### src/rtl/frac_div_pkg.sv
package frac_div_pkg;
  typedef enum logic [1:0] {
    REG_MAIN = 2'd0,
    REG_PRE  = 2'd1,
    REG_TRIG = 2'd2,
    REG_NONE = 2'd3
  } reg_sel_e;
endpackage

### src/rtl/frac_div_regs.sv
module frac_div_regs
  import frac_div_pkg::*;
#(
  parameter int FIELD_W       = 12,
  parameter int MAIN_SHIFT    = 4,
  parameter int PRE_W         = 4,
  parameter int PRE_SHIFT     = 0,
  parameter int MAIN_TRIG_BIT = 0,
  parameter int PRE_TRIG_BIT  = 1
) (
  input  logic               clk_i,
  input  logic               rst_ni,
  input  logic               enable_i,
  input  logic               wr_en_i,
  input  logic [1:0]         wr_addr_i,
  input  logic [31:0]        wr_data_i,
  input  logic [1:0]         rd_addr_i,
  output logic [31:0]        rd_data_o,
  input  logic               main_done_i,
  input  logic               pre_done_i,
  output logic [FIELD_W-1:0] main_pend_o,
  output logic [PRE_W-1:0]   pre_pend_o,
  output logic               main_busy_o,
  output logic               pre_busy_o
);
  logic [FIELD_W-1:0] main_pend_q;
  logic [PRE_W-1:0]   pre_pend_q;
  logic main_busy_q, pre_busy_q;
  logic wr_main, wr_pre, wr_trig, main_set, pre_set;

  assign wr_main  = wr_en_i && (reg_sel_e'(wr_addr_i) == REG_MAIN);
  assign wr_pre   = wr_en_i && (reg_sel_e'(wr_addr_i) == REG_PRE);
  assign wr_trig  = wr_en_i && (reg_sel_e'(wr_addr_i) == REG_TRIG);
  // commits only land while the gate is open
  assign main_set = wr_trig && wr_data_i[MAIN_TRIG_BIT] && enable_i;
  assign pre_set  = wr_trig && wr_data_i[PRE_TRIG_BIT] && enable_i;

  always_ff @(posedge clk_i or negedge rst_ni) begin
    if (!rst_ni) begin
      main_pend_q <= '0;
      pre_pend_q  <= '0;
      main_busy_q <= 1'b0;
      pre_busy_q  <= 1'b0;
    end else begin
      if (wr_main) main_pend_q <= wr_data_i[MAIN_SHIFT +: FIELD_W];
      if (wr_pre)  pre_pend_q  <= wr_data_i[PRE_SHIFT +: PRE_W];
      if (main_set)         main_busy_q <= 1'b1;
      else if (main_done_i) main_busy_q <= 1'b0;
      if (pre_set)          pre_busy_q  <= 1'b1;
      else if (pre_done_i)  pre_busy_q  <= 1'b0;
    end
  end

  always_comb begin
    rd_data_o = '0;
    unique case (reg_sel_e'(rd_addr_i))
      REG_MAIN: rd_data_o[MAIN_SHIFT +: FIELD_W] = main_pend_q;
      REG_PRE:  rd_data_o[PRE_SHIFT +: PRE_W]    = pre_pend_q;
      REG_TRIG: begin
        rd_data_o[MAIN_TRIG_BIT] = main_busy_q;
        rd_data_o[PRE_TRIG_BIT]  = pre_busy_q;
      end
      default:  rd_data_o = '0;
    endcase
  end

  assign main_pend_o = main_pend_q;
  assign pre_pend_o  = pre_pend_q;
  assign main_busy_o = main_busy_q;
  assign pre_busy_o  = pre_busy_q;
endmodule

### src/rtl/frac_pre_stage.sv
module frac_pre_stage #(
  parameter int PRE_W = 4
) (
  input  logic             clk_i,
  input  logic             rst_ni,
  input  logic             enable_i,
  input  logic             load_i,
  input  logic [PRE_W-1:0] pend_i,
  output logic             tick_o
);
  logic [PRE_W-1:0] cnt_q, cur_q;

  assign tick_o = enable_i && (cnt_q == cur_q);

  always_ff @(posedge clk_i or negedge rst_ni) begin
    if (!rst_ni) begin
      cnt_q <= '0;
      cur_q <= '0;
    end else if (tick_o) begin
      cnt_q <= '0;
      if (load_i) cur_q <= pend_i;
    end else if (enable_i) begin
      cnt_q <= cnt_q + 1'b1;
    end
  end
endmodule

### src/rtl/frac_acc_stage.sv
module frac_acc_stage #(
  parameter int INT_W  = 8,
  parameter int FRAC_W = 4
) (
  input  logic                      clk_i,
  input  logic                      rst_ni,
  input  logic                      tick_i,
  input  logic                      load_i,
  input  logic [INT_W+FRAC_W-1:0]   pend_i,
  output logic                      hit_o,
  output logic [INT_W+FRAC_W-1:0]   cur_o
);
  localparam int FIELD_W = INT_W + FRAC_W;
  localparam int ACC_W   = FIELD_W + 1;
  localparam logic [ACC_W-1:0] ONE = ACC_W'(1) << FRAC_W;

  logic [FIELD_W-1:0] cur_q;
  logic [ACC_W-1:0]   acc_q, sum, span;

  // scaled divisor = field + 1.0
  assign span  = {1'b0, cur_q} + ONE;
  assign sum   = acc_q + ONE;
  assign hit_o = tick_i && (sum >= span);

  always_ff @(posedge clk_i or negedge rst_ni) begin
    if (!rst_ni) begin
      acc_q <= '0;
      cur_q <= '0;
    end else if (tick_i) begin
      acc_q <= hit_o ? (sum - span) : sum;
      if (hit_o && load_i) cur_q <= pend_i;
    end
  end

  assign cur_o = cur_q;
endmodule

### src/rtl/frac_clk_div.sv
module frac_clk_div #(
  parameter int INT_W         = 8,
  parameter int FRAC_W        = 4,
  parameter int MAIN_SHIFT    = 4,
  parameter int PRE_W         = 4,
  parameter int PRE_SHIFT     = 0,
  parameter int MAIN_TRIG_BIT = 0,
  parameter int PRE_TRIG_BIT  = 1,
  parameter bit PRE_EN        = 1'b1
) (
  input  logic        clk_i,
  input  logic        rst_ni,
  input  logic        enable_i,
  input  logic        wr_en_i,
  input  logic [1:0]  wr_addr_i,
  input  logic [31:0] wr_data_i,
  input  logic [1:0]  rd_addr_i,
  output logic [31:0] rd_data_o,
  output logic        clk_en_o
);
  localparam int FIELD_W = INT_W + FRAC_W;

  logic [FIELD_W-1:0] main_pend, main_cur;
  logic [PRE_W-1:0]   pre_pend;
  logic main_busy, pre_busy, pre_tick, main_hit, clk_en_q;

  frac_div_regs #(
    .FIELD_W(FIELD_W), .MAIN_SHIFT(MAIN_SHIFT), .PRE_W(PRE_W),
    .PRE_SHIFT(PRE_SHIFT), .MAIN_TRIG_BIT(MAIN_TRIG_BIT),
    .PRE_TRIG_BIT(PRE_TRIG_BIT)
  ) u_regs (
    .clk_i(clk_i), .rst_ni(rst_ni), .enable_i(enable_i),
    .wr_en_i(wr_en_i), .wr_addr_i(wr_addr_i), .wr_data_i(wr_data_i),
    .rd_addr_i(rd_addr_i), .rd_data_o(rd_data_o),
    .main_done_i(main_hit), .pre_done_i(pre_tick),
    .main_pend_o(main_pend), .pre_pend_o(pre_pend),
    .main_busy_o(main_busy), .pre_busy_o(pre_busy)
  );

  generate
    if (PRE_EN) begin : g_pre
      frac_pre_stage #(.PRE_W(PRE_W)) u_pre (
        .clk_i(clk_i), .rst_ni(rst_ni), .enable_i(enable_i),
        .load_i(pre_busy), .pend_i(pre_pend), .tick_o(pre_tick)
      );
    end else begin : g_no_pre
      logic [PRE_W:0] unused_pre;
      assign unused_pre = {pre_busy, pre_pend};
      assign pre_tick   = enable_i;
    end
  endgenerate

  frac_acc_stage #(.INT_W(INT_W), .FRAC_W(FRAC_W)) u_acc (
    .clk_i(clk_i), .rst_ni(rst_ni), .tick_i(pre_tick),
    .load_i(main_busy), .pend_i(main_pend),
    .hit_o(main_hit), .cur_o(main_cur)
  );

  always_ff @(posedge clk_i or negedge rst_ni) begin
    if (!rst_ni) clk_en_q <= 1'b0;
    else         clk_en_q <= main_hit;
  end

  assign clk_en_o = clk_en_q;
endmodule

### config.mk
export PLATFORM = sky130hd
export DESIGN_NAME = frac_clk_div
export DESIGN_NICKNAME = d
export VERILOG_FILES = /design/src/rtl/frac_div_pkg.sv /design/src/rtl/frac_div_regs.sv /design/src/rtl/frac_pre_stage.sv /design/src/rtl/frac_acc_stage.sv /design/src/rtl/frac_clk_div.sv
export SDC_FILE = /design/constraint.sdc
export NUM_CORES = 1
export LEC_CHECK = 0
export BUFFER_PORTS_ARGS = -buffer_cell sky130_fd_sc_hd__buf_2
export CORE_MARGIN = 2
export CORE_UTILIZATION = 45
export DETAILED_ROUTE_END_ITERATION = 16
export PLACE_DENSITY = 0.8
export SYNTH_ARGS = -nofsm -noshare
export SYNTH_HDL_FRONTEND = slang
export SYNTH_SLANG_ARGS = --single-unit
### constraint.sdc
create_clock -name clk_i -period 3.1 [get_ports clk_i]
set_input_delay 0 -clock clk_i [delete_from_list [all_inputs] [get_ports clk_i]]
set_output_delay 0 -clock clk_i [all_outputs]
set_load 0.1 [all_outputs]
-- Word-level counts from Yosys, hierarchy flattened
Index checks and enable logic that the tools add are counted.
- $add $sub $neg: 4
- $lt $le $gt $ge: 1
- equal/unequal tests: 5
- multiplexer cells: 10
- reductions and logical operators: 17
- operator list (kind ; number):
    $add A12 B5 Y13 const B ; 1
    $add A13 B5 Y13 const B ; 1
    $ge A13 B13 Y1 ; 1
    $mux W13 ; 1
    $sub A13 B13 Y13 ; 1
    $mux W12 ; 1
    $logic_and A1 B1 Y1 ; 10
    $mux W4 ; 2
    $reduce_bool A2 Y1 ; 3
    $add A4 B1 Y4 const B ; 1
    $eq A2 B1 Y1 const B ; 2
    $eq A2 B2 Y1 const B ; 2
    $eq A4 B4 Y1 ; 1
    $logic_not A2 Y1 ; 2
    $mux W1 ; 4
    $pmux W2 S2 ; 1
    $reduce_and A2 Y1 ; 2
    $mux W2 ; 1
- bits in registers: 52
- bits of input ports: 40
- output and inout bits: 33

-- Depth between registers and ports, before layout
Gate-level depths: netlist (run 1).
- depth after elaboration: 5
- mapped depth: 14
- mapped depth without buffers: 13

-- Hierarchy
Synthesis (run 1) repeated with hierarchy kept, for this count alone.
- cells, all modules: 325
- area, all modules: 3453.3 um2
- by module, submodules not included (module ; instances ; cells each ; area an instance (um2) ; sequential area each (um2)):
    frac_acc_stage ; 1 ; 208 ; 2033.2 ; 625.6
    frac_div_regs ; 1 ; 85 ; 992.2 ; 450.4
    frac_pre_stage ; 1 ; 31 ; 402.9 ; 200.2
    frac_clk_div ; 1 ; 1 ; 25.0 ; 25.0

-- Worst setup path before layout (run 1)
Ideal clock, no wire load.
- kind: register -> register
- start point: register u_acc.acc_q[4]
- end point: register u_acc.cur_q[10] (netlist: u_acc.cur_o[10])
- setup time: 0.125 ns
- data arrival time: 2.802 ns
- data required time: 2.975 ns
- path slack: 0.173 ns
- cell stages (with the launch flop): 14
- path buffers: 1
- clock period less this slack: 2.927 ns
- path through: dfrtp_1 -> ha_1 -> and3_1 -> nand3_1 -> inv_1 -> nand3_1 -> xnor2_1 -> ha_1 -> a21boi_0 -> a311oi_2 -> a21oi_2 -> and2_4 -> buf_12 -> mux2_4
- cells in the longest elaborated chain, start to end: 5
- ends and longest elaborated chain (item ; RTL line ; RTL):
    start: declaration ; frac_acc_stage.sv:18 ; logic [ACC_W-1:0] acc_q, sum, span;
    start signal: assignment ; frac_acc_stage.sv:30 ; acc_q <= hit_o ? (sum - span) : sum;
    $add A13 B5 Y13 ; frac_acc_stage.sv:22 ; assign sum = acc_q + ONE;
    $ge A13 B13 Y1 ; frac_acc_stage.sv:23 ; assign hit_o = tick_i && (sum >= span);
    $logic_and A1 B1 Y1 ; frac_acc_stage.sv:23 ;
    $logic_and A1 B1 Y1 ; frac_acc_stage.sv:31 ; if (hit_o && load_i) cur_q <= pend_i;
    $reduce_and A2 Y1 (no line) ; - ;
    end signal: assignment ; frac_acc_stage.sv:31 ;
    end: declaration ; frac_acc_stage.sv:17 ; logic [FIELD_W-1:0] cur_q;
Every way passes these cells.
A chain may end at the register's enable or synchronous reset.

-- Worst setup path after layout (run 1)
- start point: register u_acc.acc_q[4]
- end point: register u_acc.cur_q[1] (netlist: u_acc.cur_o[1])
The elaborated chain is that of the path after synthesis.

==> results of run 1 <==
-- where the power goes --
| part | leakage (nW) | internal (W) | switching (W) |
|---|---|---|---|
| clock | 0.0516 | 0.000183 | 0.000239 |
| sequential | 0.630 | 0.000939 | 0.000241 |
| combinational | 1.18 | 0.00121 | 0.00156 |
| total | 1.86 | 0.00234 | 0.00204 |
-- metal layers --
layer	wire length [um]	up-vias	GRT usage [%]
met4	95	0	6.061
met1	3081	1248	21.78
met5	0	-	0
met2	3560	60	29.79
li1	-	1241	-
met3	188	10	2.337
-- logic make-up (layout without fill, tap and decap cells) --
kind of cell    after synthesis  count (layout)
flops                        52              52
other cells                   1              16
compound gates               51              51
simple gates                 90              91
xor+xnor                     28              28
buf+inv                      41              94
fa+ha+maj                    20              20
mux                          38              38
-- state kept, by name, indices dropped and copies added, names as in the netlist --
signal              count
clk_en_o                1
u_acc.cur_o            12
g_pre.u_pre.cur_q       4
g_pre.u_pre.cnt_q       4
u_regs.main_busy_o      1
u_acc.acc_q            13
u_regs.pre_pend_o       4
u_regs.main_pend_o     12
u_regs.pre_busy_o       1
-- through the flow --
stage	utilization (%)	power, W	TNS, ps
floorplan	-	0.003335	0
global placement	50.22	0.003698	0
detailed placement	50.22	0.003820	0
CTS	54.02	0.004282	0
global route	54.70	0.004708	-270.4
finish	54.70	0.004376	0
-- repair_timing --
action | in CTS | in global routing
gates resized for setup | 0 | 8
hold buffers | 18 | 0
buffers inserted | 0 | 3
endpoints found under the setup margin | 0 | 21
endpoints found under the hold margin | 70 | 0
-- cells in the final DEF (no fill, tap or decap), types with 2 or more instances in the layout --
master / Yosys / routed
and2_4: 1 / 2
a221o_1: 6 / 6
a21o_1: 4 / 4
inv_1: 16 / 16
conb_1: 1 / 16
and3_1: 4 / 2
and2_1: 14 / 14
buf_2: 2 / 40
nor2b_1: 4 / 4
mux2i_1: 4 / 4
a22oi_1: 3 / 3
o21ai_2: 2 / 2
nand3_1: 12 / 11
nor4_1: 4 / 4
nand4_1: 5 / 5
xor2_1: 13 / 13
or3_1: 4 / 4
nor2_1: 9 / 9
mux2_2: 24 / 24
ha_1: 19 / 18
nor3_1: 6 / 6
o21ai_0: 10 / 10
mux2_4: 10 / 10
xnor2_1: 15 / 15
nand2_1: 16 / 16
dfrtp_1: 52 / 51
clkbuf_8: 0 / 6
a21oi_2: 5 / 5
dlygate4sd3_1: 0 / 18
buf_4: 16 / 11
a21oi_1: 12 / 12
and4_1: 2 / 2
-- final cells by class --
class	instances	area, um2	area share, %
clock inverter	2	13.76	0.3450
sequential	52	1303	32.65
tap	99	123.9	3.105
multi-input combinational	244	1932	48.43
clock buffer	6	82.58	2.070
timing repair buffer	70	474.2	11.89
inverter	16	60.06	1.506
-- path summary, 6_finish.rpt --
check / slack, ps / from / cells past startpoint / end
worst max-delay path: 40 / u_acc.acc_q[4]$_DFFE_PN0P_ / 11 / u_acc.cur_o[1]$_DFFE_PN0P_
worst min register to register: 520 / u_regs.main_pend_o[6]$_DFFE_PN0P_ / 1 / u_acc.cur_o[6]$_DFFE_PN0P_
min in group asynchronous: 440 / rst_ni / 2 / u_acc.acc_q[1]$_DFFE_PN0P_
max in group asynchronous: 1900 / rst_ni / 2 / u_acc.acc_q[4]$_DFFE_PN0P_
worst min-delay path: 150 / wr_en_i / 3 / u_regs.pre_busy_o$_DFFE_PN0P_
worst max register to register: 40 / u_acc.acc_q[4]$_DFFE_PN0P_ / 11 / u_acc.cur_o[1]$_DFFE_PN0P_
-- worst max-delay path, cell delays in order, from the launching register on --
cell	delay, ps
dfrtp_2	440
ha_1	210
and3_1	210
buf_4	150
xnor2_1	130
ha_2	400
nand2_1	110
o21ai_2	230
a311oi_2	170
a21oi_2	290
and2_4	290
mux2_2	340
==> summary.md, run 1 <==
| Metric | Value |
|---|---|
| Commonest cells in the netlist | 52 x dfrtp_1, 24 x mux2_2, 19 x ha_1 |
| Core box area | ~7300 um2 |
| CTS Root Buffer Type | clkbuf_8 |
| First DRT Iteration DRCs | ~110 |
| Synthesis-to-layout area growth | 17.68% |
| Fillers | 629 |
| Via density | about 5.2 |
| Maximum number of pins on one net before global-route repair | 52 |
| Critical path endpoint category | flop |
| Worst min-delay path class | primary input to flop |
| Total GRT Usage | 17.12% |
| Most used DFF post-synth | dfrtp_1 |
| Vias | approximately 2600 |
| Crit path max fanout | 7 |
| Syn_area_per_cell | about 11 um2 |
| Finished Layout Cells | approximately 490 |
| Rows | 31 |
| I/O pin cnt | between 70 and 80 |
| Total grt overflow | 0 |
| Initial antenna violation count | 0 |
| Num CTS Buffers | 5 |
| Peak supply drop | around 0.55 mV |
| Hold Fails Final Rpt | 0 |
| Fmax | between 300 and 400 MHz |
| Vias in the first global route | approximately 2500 |
| GP Congestion | about 0.89 |
| Clock skew | between 15 and 20 ps |
| Wirelength per Cell | between 10 and 15 um |
| DP Cell Count | about 460 |
| Post-synth EDFFs | 0 |
| Setup crit start kind | flop |
| Post-Synth Simple-Gate Area | around 15% |
| Final Critical Period | ~3100 ps |
| I/O Buffers | 40 |
| Gate Count Post-Synth | 321 |
| CTS tree | yes |
| Yosys warning count | 0 |
| Crit Path Class | flop to flop |
| CTS max path bufs | 2 |
| DP HPWL | approximately 4800 um |
| Count of cell types in the netlist | 52 |
| Compound-gate portion of the synthesized area | between 10% and 20% |
| Area of the mapped netlist | approximately 3400 um2 |
| Drt drc | 0 |
| Drt pass-1 iters | 4 |
| Sequential-to-total area share from yosys stat | approximately two fifths |
| Xor/xnor share of the synthesized area | under 10% |
| Worst-skew pair later-pin latency | approximately 320 ps |
| Relative slew slack | approximately 25% |
| CTS clk-pin slew, worst paths | roughly 100 ps |
| Initial Util | 46.48% |
| Largest family of logic cells by synthesized area | simple AND/OR/NAND/NOR gates |
| Final #Nets | approximately 450 |
| Die ar. | 8243 um2 |
| Chip height | 90.79 um |
| H-Tree Depth | 2 |
| Top post-synthesis cells by area | dfrtp_1 38%, mux2_2 8.0%, ha_1 7.0% |
| Share of the synthesized area in the top cell type | around two fifths |
| # Max-Cap Violations | 0 |
| ANT nets after route | 0 |
| Multiplexer area fraction after synthesis | between 10% and 20% |
| Synth area leader | dfrtp_1 |
| Data arrival, critical path | 3270 ps |
| CP Data Required Time | 3310 ps |
| Fin area | between 3000 and 4000 um2 |
| Min Hold Slack | 145.0 ps |
| Ant diodes | 0 |
| Pwr/cell area | roughly 1100 nW/um2 |
| Status | finished, final reports clean |
| Fin crit share | a little over nine tenths |
| Layout cell share with drive strength beyond 1 | 29.49% |
| Adder-cell share of the synthesized area | under 10% |
| Sink Count | 52 |
| DRT Wirelength | just under 7000 um |
| Number of synthesized register bits | 52 |
| First-pass GRT wire length | about 12000 um |
| Die W | between 90 and 100 um |
| Most common cell in the netlist | dfrtp_1 |
| Final WS setup | 37.50 ps |
| Actual slew at the worst max-slew pin | 1125 ps |
| P_leak | approximately 1.9 nW |
| Placed cell areas | approximately 3700 um2 |
| Pre-CTS WS | between 60 and 70 ps |
| Asr flop ratio synth | 100.0% |
| # setup viols final | 0 |
| Max-slew violations | 0 |
Power figures use the tool's default switching activity.
==> inputs of run 2 (changes only) <==
--- a/config.mk
+++ b/config.mk
@@ -8,6 +8,7 @@
 export BUFFER_PORTS_ARGS = -buffer_cell sky130_fd_sc_hd__buf_2
 export CORE_MARGIN = 2
 export CORE_UTILIZATION = 45
+export CTS_BUF_LIST = sky130_fd_sc_hd__clkbuf_16
 export DETAILED_ROUTE_END_ITERATION = 16
 export PLACE_DENSITY = 0.8
 export SYNTH_ARGS = -nofsm -noshare
==> summary.md, run 2 (same netlist as run 1, synthesis figures left out) <==
| Metric | Value |
|---|---|
| Drt drc | 0 (unchanged) |
| DP HPWL | 4837 um (unchanged) |
| Final Critical Period | 3036 ps (-26.93 ps) |
| Critical path endpoint category | flop |
| Max reg flops | 13 (unchanged) |
| P_int | 0.002453 W (+5.1%) |
| Maximum number of pins on one net before global-route repair | 52 (unchanged) |
| Rows | 31 (unchanged) |
| Hold Fails Final Rpt | 0 (unchanged) |
| Vias in the first global route | 2538 (+0.67%) |
| Initial antenna violation count | 0 (unchanged) |
| DRT Wirelength | 6938 um (+0.17%) |
| Sink Count | 52 (unchanged) |
| Die ar. | 8243 um2 (unchanged) |
| Pre-CTS WS | 62.92 ps (unchanged) |
| R2R depth | 11 (unchanged) |
| First-pass GRT wire length | 11780 um (+1.6%) |
| Most frequent cells in the layout | 51 x dfrtp_1, 40 x buf_2, 24 x mux2_2 |
| Worst stage delay on the critical path | 420 ps (-20 ps) |
| Chip height | 90.79 um (unchanged) |
| H-Tree Depth | 2 (unchanged) |
| Gate power share | 61.6% (-1.8 points) |
| Vias | 2571 (+0.47%) |
| CP Data Required Time | 3280 ps (-30 ps) |
| Initial Util | 46.48% (unchanged) |
| Crit-path leading delay family | compound AO/OA/AOI/OAI gates |
| Worst min-delay path class | primary input to flop |
| Total grt overflow | 0 (unchanged) |
| Top reg by flops | u_acc.acc_q |
| Data arrival, critical path | 3210 ps (-60 ps) |
| Fin crit share | 97.92% (-0.87 points) |
| Finished Layout Cells | 488 (-0.20%) |
| Final #Nets | 448 (-0.22%) |
| I/O Buffers | 40 (unchanged) |
| Layout cell share with drive strength beyond 1 | 29.31% (-0.18 points) |
| Pwr Total | 0.004520 W (+3.3%) |
| Relative slew slack | 26.73% (+1.7 points) |
| Fillers | 612 (-2.7%) |
| Pwr/cell area | 1122 nW/um2 (+2.3%) |
| CTS Root Buffer Type | clkbuf_16 |
| Synthesis-to-layout area growth | 18.86% |
| Crit path cell chain | ha_1, and3_1, buf_4, xnor2_1, ha_2, nand2_1, o21ai_4, a311oi_2, a21oi_2, and2_4, mux2_2 |
| CTS max path bufs | 2 (unchanged) |
| CTS clk-pin slew, worst paths | 70 ps (-30 ps) |
| Die W | 90.79 um (unchanged) |
| Clock skew | 9.781 ps (-5.588 ps) |
| Slowest CP cell | dfrtp_2 |
| Total GRT Usage | 17.33% (+0.22 points) |
| Status | finished, final reports clean |
| Sequential Power Share | 26.2% (-0.8 points) |
| # setup viols final | 0 (unchanged) |
| I/O pin cnt | 73 (unchanged) |
| # Max-Cap Violations | 0 (unchanged) |
| Sw Pwr | 0.002067 W (+1.3%) |
| Worst-skew pair later-pin latency | 290 ps (-30 ps) |
| P_leak | 1.878 nW (+0.97%) |
| Worst path depth | 11 (unchanged) |
| Fmax | 329.4 MHz (+0.89%) |
| Via density | 5.268 (+0.67%) |
| Buf/Inv on CP | 1 (unchanged) |
| Sw Share | 45.73% (-0.90 points) |
| Wirelength per Cell | 14.22 um (+0.38%) |
| Num CTS Buffers | 5 (unchanged) |
| DP Cell Count | 459 (unchanged) |
| Actual slew at the worst max-slew pin | 1099 ps (-25.60 ps) |
| Min Hold Slack | 12.47 ps (-132.6 ps) |
| GP Congestion | 0.8890 (unchanged) |
| Clk pwr share | 12.2% (+2.6 points) |
| Drt pass-1 iters | 4 (unchanged) |
| Ant diodes | 0 (unchanged) |
| ANT nets after route | 0 (unchanged) |
| Core box area | 7292 um2 (unchanged) |
| Post-layout util | 55.25% (+0.55 points) |
| First DRT Iteration DRCs | 113 (+6.6%) |
| Crit path max fanout | 7 (unchanged) |
| Hold path cells | 2 (-1) |
| Setup crit start kind | flop |
| Peak supply drop | 0.5815 mV (+5.4%) |
| Crit Path Class | flop to flop |
| Commonest non-fill, non-tap cell in the layout | dfrtp_1 |
| Max-slew violations | 0 (unchanged) |
| Final WS setup | 64.43 ps (+26.93 ps) |
| CTS tree | yes |
## run 2: worst paths after layout
kind | slack [ps] | start | endpoint
worst max-delay path | 60 | u_acc.acc_q[4]$_DFFE_PN0P_ | u_acc.cur_o[0]$_DFFE_PN0P_
worst min-delay path | 10 | enable_i | g_pre.u_pre.cnt_q[0]$_DFFE_PN0P_
worst max register to register | 60 | u_acc.acc_q[4]$_DFFE_PN0P_ | u_acc.cur_o[0]$_DFFE_PN0P_
worst min register to register | 510 | u_acc.cur_o[1]$_DFFE_PN0P_ | u_acc.cur_o[1]$_DFFE_PN0P_
max in group asynchronous | 1890 | rst_ni | u_acc.acc_q[4]$_DFFE_PN0P_
min in group asynchronous | 460 | rst_ni | u_acc.cur_o[2]$_DFFE_PN0P_
## run 2: layer usage
| metal | global-route usage (%) | share of wire (%) |
|---|---|---|
| met2 | 30.41 | 52 |
| met4 | 6.187 | 1.4 |
| met3 | 2.421 | 2.7 |
| met1 | 21.79 | 44 |
| met5 | 0 | 0 |
## run 2: metrics by stage
step | TNS, ps | cell area (um2)
finish | 0 | 4029
floorplan | 0 | 3446
CTS | 0 | 3975
detailed placement | 0 | 3662
global route | -139.9 | 4029
global placement | 0 | 3662
## run 2: area by class of cell
type	count	area (um2)	share of cell area [%]
multi-input cells	244	1936	48.04
flip-flops and latches	52	1303	32.33
repair buffers	69	464.2	11.52
clock buffers	5	125.1	3.106
well taps	99	123.9	3.075
inverters	16	60.06	1.491
clock inverters	3	17.52	0.4348
## run 2: power by group through the flow
stage | sequential, W | combinational (W) | clock, W
final | 0.00119 | 0.00278 | 0.000550
after global routing | 0.00123 | 0.00304 | 0.000585
after CTS | 0.00118 | 0.00268 | 0.000558
after detailed placement | 0.00119 | 0.00263 | 0
after global placement | 0.00117 | 0.00253 | 0
after floorplan | 0.00116 | 0.00218 | 0
## run 2: worst reg2reg max path, cell delays in order, from the launching register on
cell      delay, ps
dfrtp_2         420
ha_1            210
and3_1          210
buf_4           150
xnor2_1         130
ha_2            400
nand2_1         130
o21ai_4         200
a311oi_2        170
a21oi_2         290
and2_4          290
mux2_2          350
## run 2: timing repair
item,CTS,global route
buffers inserted,0,3
endpoints found under the setup margin,0,21
resized for setup,0,9
hold buffers,17,0
endpoints found under the hold margin,68,0
==> inputs of run 3 (changes only) <==
--- a/config.mk
+++ b/config.mk
@@ -11,6 +11,7 @@
 export CTS_BUF_LIST = sky130_fd_sc_hd__clkbuf_16
 export DETAILED_ROUTE_END_ITERATION = 16
 export PLACE_DENSITY = 0.8
+export REMOVE_ABC_BUFFERS = 1
 export SYNTH_ARGS = -nofsm -noshare
 export SYNTH_HDL_FRONTEND = slang
 export SYNTH_SLANG_ARGS = --single-unit
==> summary.md, run 3 (same netlist as run 1, synthesis figures left out) <==
| Metric | Value |
|---|---|
| Rows | 31 (unchanged) |
| Slowest CP cell | dfrtp_2 |
| DRT Wirelength | 6970 um (+0.46%) |
| # setup viols final | 0 (unchanged) |
| ANT nets after route | 0 (unchanged) |
| Maximum number of pins on one net before global-route repair | 52 (unchanged) |
| Chip height | 90.79 um (unchanged) |
| Final #Nets | 448 (unchanged) |
| Fin crit share | 96.68% (-1.2 points) |
| Met2 Usage GRT | 31.28% (+0.87 points) |
| Die ar. | 8243 um2 (unchanged) |
| RR Startpoint | u_acc.acc_q[4]$_DFFE_PN0P_ |
| Drt pass-1 iters | 4 (unchanged) |
| Pwr/cell area | 1134 nW/um2 (+1.1%) |
| Num CTS Buffers | 5 (unchanged) |
| Critical path endpoint category | flop |
| Wirelength per Cell | 14.28 um (+0.46%) |
| Top reg by flops | u_acc.acc_q |
| Total GRT Usage | 17.15% (-0.18 points) |
| Worst-skew pair later-pin latency | 290 ps (about the same) |
| Via density | 5.123 (-2.8%) |
| Grt met1 use | 20.53% (-1.3 points) |
| Reg2reg end | u_acc.cur_o[0]$_DFFE_PN0P_ |
| I/O pin cnt | 73 (unchanged) |
| Sink Count | 52 (unchanged) |
| # Max-Cap Violations | 0 (unchanged) |
| First-pass GRT wire length | 11700 um (-0.65%) |
| Core box area | 7292 um2 (unchanged) |
| Layout cell share with drive strength beyond 1 | 29.82% (+0.51 points) |
| Initial antenna violation count | 0 (unchanged) |
| GR Util met3 | 2.337% (-0.083 points) |
| Vias in the first global route | 2634 (+3.8%) |
| Status | finished, final reports clean |
| Crit Path Class | flop to flop |
| Commonest non-fill, non-tap cell in the layout | dfrtp_1 |
| H-Tree Depth | 2 (unchanged) |
| Global route hottest layer | met2 |
| CTS max path bufs | 2 (unchanged) |
| I/O Buffers | 40 (unchanged) |
| Most frequent cells in the layout | 51 x dfrtp_1, 40 x buf_2, 24 x mux2_2 |
| Vias | 2500 (-2.8%) |
| Fillers | 647 (+5.7%) |
| Max-slew violations | 0 (unchanged) |
| Fmax | 333.6 MHz (+1.3%) |
| First DRT Iteration DRCs | 93 (-18%) |
| Relative slew slack | 26.91% (+0.18 points) |
| CTS tree | yes |
| Crit path cell chain | and3_1, and3_2, nand3_1, xnor2_1, ha_1, and3_2, nand2_1, nor2_1, o21ai_2, a21oi_2, and2_4, mux2_2 |
| Crit path max fanout | 6 (-1) |
| Placed cell areas | 3670 um2 (+0.21%) |
| Fin area | 4061 um2 (+0.81%) |
| Post-layout util | 55.70% (+0.45 points) |
| Final Critical Period | 2997 ps (-38.38 ps) |
| GP Congestion | 0.8270 (-7.0%) |
| Data arrival, critical path | 3180 ps (-30 ps) |
| Peak supply drop | 0.5967 mV (+2.6%) |
| R2R depth | 12 (+1) |
| Total grt overflow | 0 (unchanged) |
| CTS clk-pin slew, worst paths | 70 ps (about the same) |
| Crit path launch | u_acc.acc_q[4]$_DFFE_PN0P_ |
| Setup crit start kind | flop |
| Worst stage delay on the critical path | 400 ps (-20 ps) |
| Hold Fails Final Rpt | 0 (unchanged) |
| Most used cell, CP | and3_2 |
| Clock skew | 5.268 ps (-4.513 ps) |
| Worst min-delay path class | primary input to flop |
| Actual slew at the worst max-slew pin | 1096 ps (-2.668 ps) |
| Initial Util | 46.48% (unchanged) |
| Die W | 90.79 um (unchanged) |
| Hold Crit Endpoint | g_pre.u_pre.cnt_q[0]$_DFFE_PN0P_ |
| Synthesis-to-layout area growth | 19.82% |
| Drt drc | 0 (unchanged) |
| P_leak | 1.892 nW (+0.74%) |
| Ant diodes | 0 (unchanged) |
| Hold path cells | 2 (unchanged) |
| FF-to-FF setup slack | 100 ps (+40 ps) |
| Min Hold Slack | 16.92 ps (+4.446 ps) |
| DP HPWL | 4855 um (+0.37%) |
| Max reg flops | 13 (unchanged) |
| Hold_sp | enable_i |
| CTS Root Buffer Type | clkbuf_16 |
| CP Data Required Time | 3280 ps (about the same) |
==> run 3: cell type report <==
type | count | area, um2 | area share [%]
clock buffer | 5 | 125.1 | 3.081
multi-input combinational | 244 | 1943 | 47.84
timing repair buffer | 69 | 460.4 | 11.34
tap | 99 | 123.9 | 3.050
inverter | 16 | 60.06 | 1.479
clock inverter | 3 | 46.29 | 1.140
sequential | 52 | 1303 | 32.07
==> run 3: worst max-delay path: cells and delay by family (launching register included) <==
kind	cells	cell delay (ps)
compound gates	2	320
xor+xnor	1	160
fa+ha+maj	1	380
flops	1	400
mux	1	350
simple gates	7	1280
==> run 3: how the worst max path moves through the flow <==
stage | endpoint | slack, ps
floorplan | u_acc.cur_o[0]$_DFFE_PN0P_ | -70
global placement | u_acc.cur_o[1]$_DFFE_PN0P_ | 130
detailed placement | u_acc.cur_o[0]$_DFFE_PN0P_ | 70
CTS | u_acc.cur_o[0]$_DFFE_PN0P_ | 30
global route | u_acc.acc_q[7]$_DFFE_PN0P_ | -7
finish | u_acc.cur_o[0]$_DFFE_PN0P_ | 100
==> run 3: report_power, final <==
group | internal [W] | leakage (nW) | switching [W]
Clock | 0.000385 | 0.0857 | 0.000256
Sequential | 0.000940 | 0.630 | 0.000246
Combinational | 0.00122 | 1.18 | 0.00156
==> run 3: what timing repair did <==
item | CTS | global route
hold buffers | 17 | 0
gates resized for setup | 0 | 9
setup endpoints to repair | 0 | 22
buffers inserted | 0 | 2
endpoints found under the hold margin | 68 | 0
==> run 3: layer usage <==
layer / up-vias / share of wire [%]
met3: 5 / 2.5
met4: 0 / 1.2
met5: - / 0
li1: 1237 / -
met1: 1210 / 43
met2: 48 / 53
==> run 3: stage by stage <==
step / total power [W] / setup slack (ps) / std cells / setup TNS, ps
floorplan: 0.003272 / -73.74 / 311 / -519.2
global placement: 0.003721 / 131.3 / 460 / 0
detailed placement: 0.003838 / 65.96 / 460 / 0
CTS: 0.004518 / 25.13 / 485 / 0
global route: 0.004954 / -7.267 / 488 / -7.267
finish: 0.004605 / 102.8 / 488 / 0
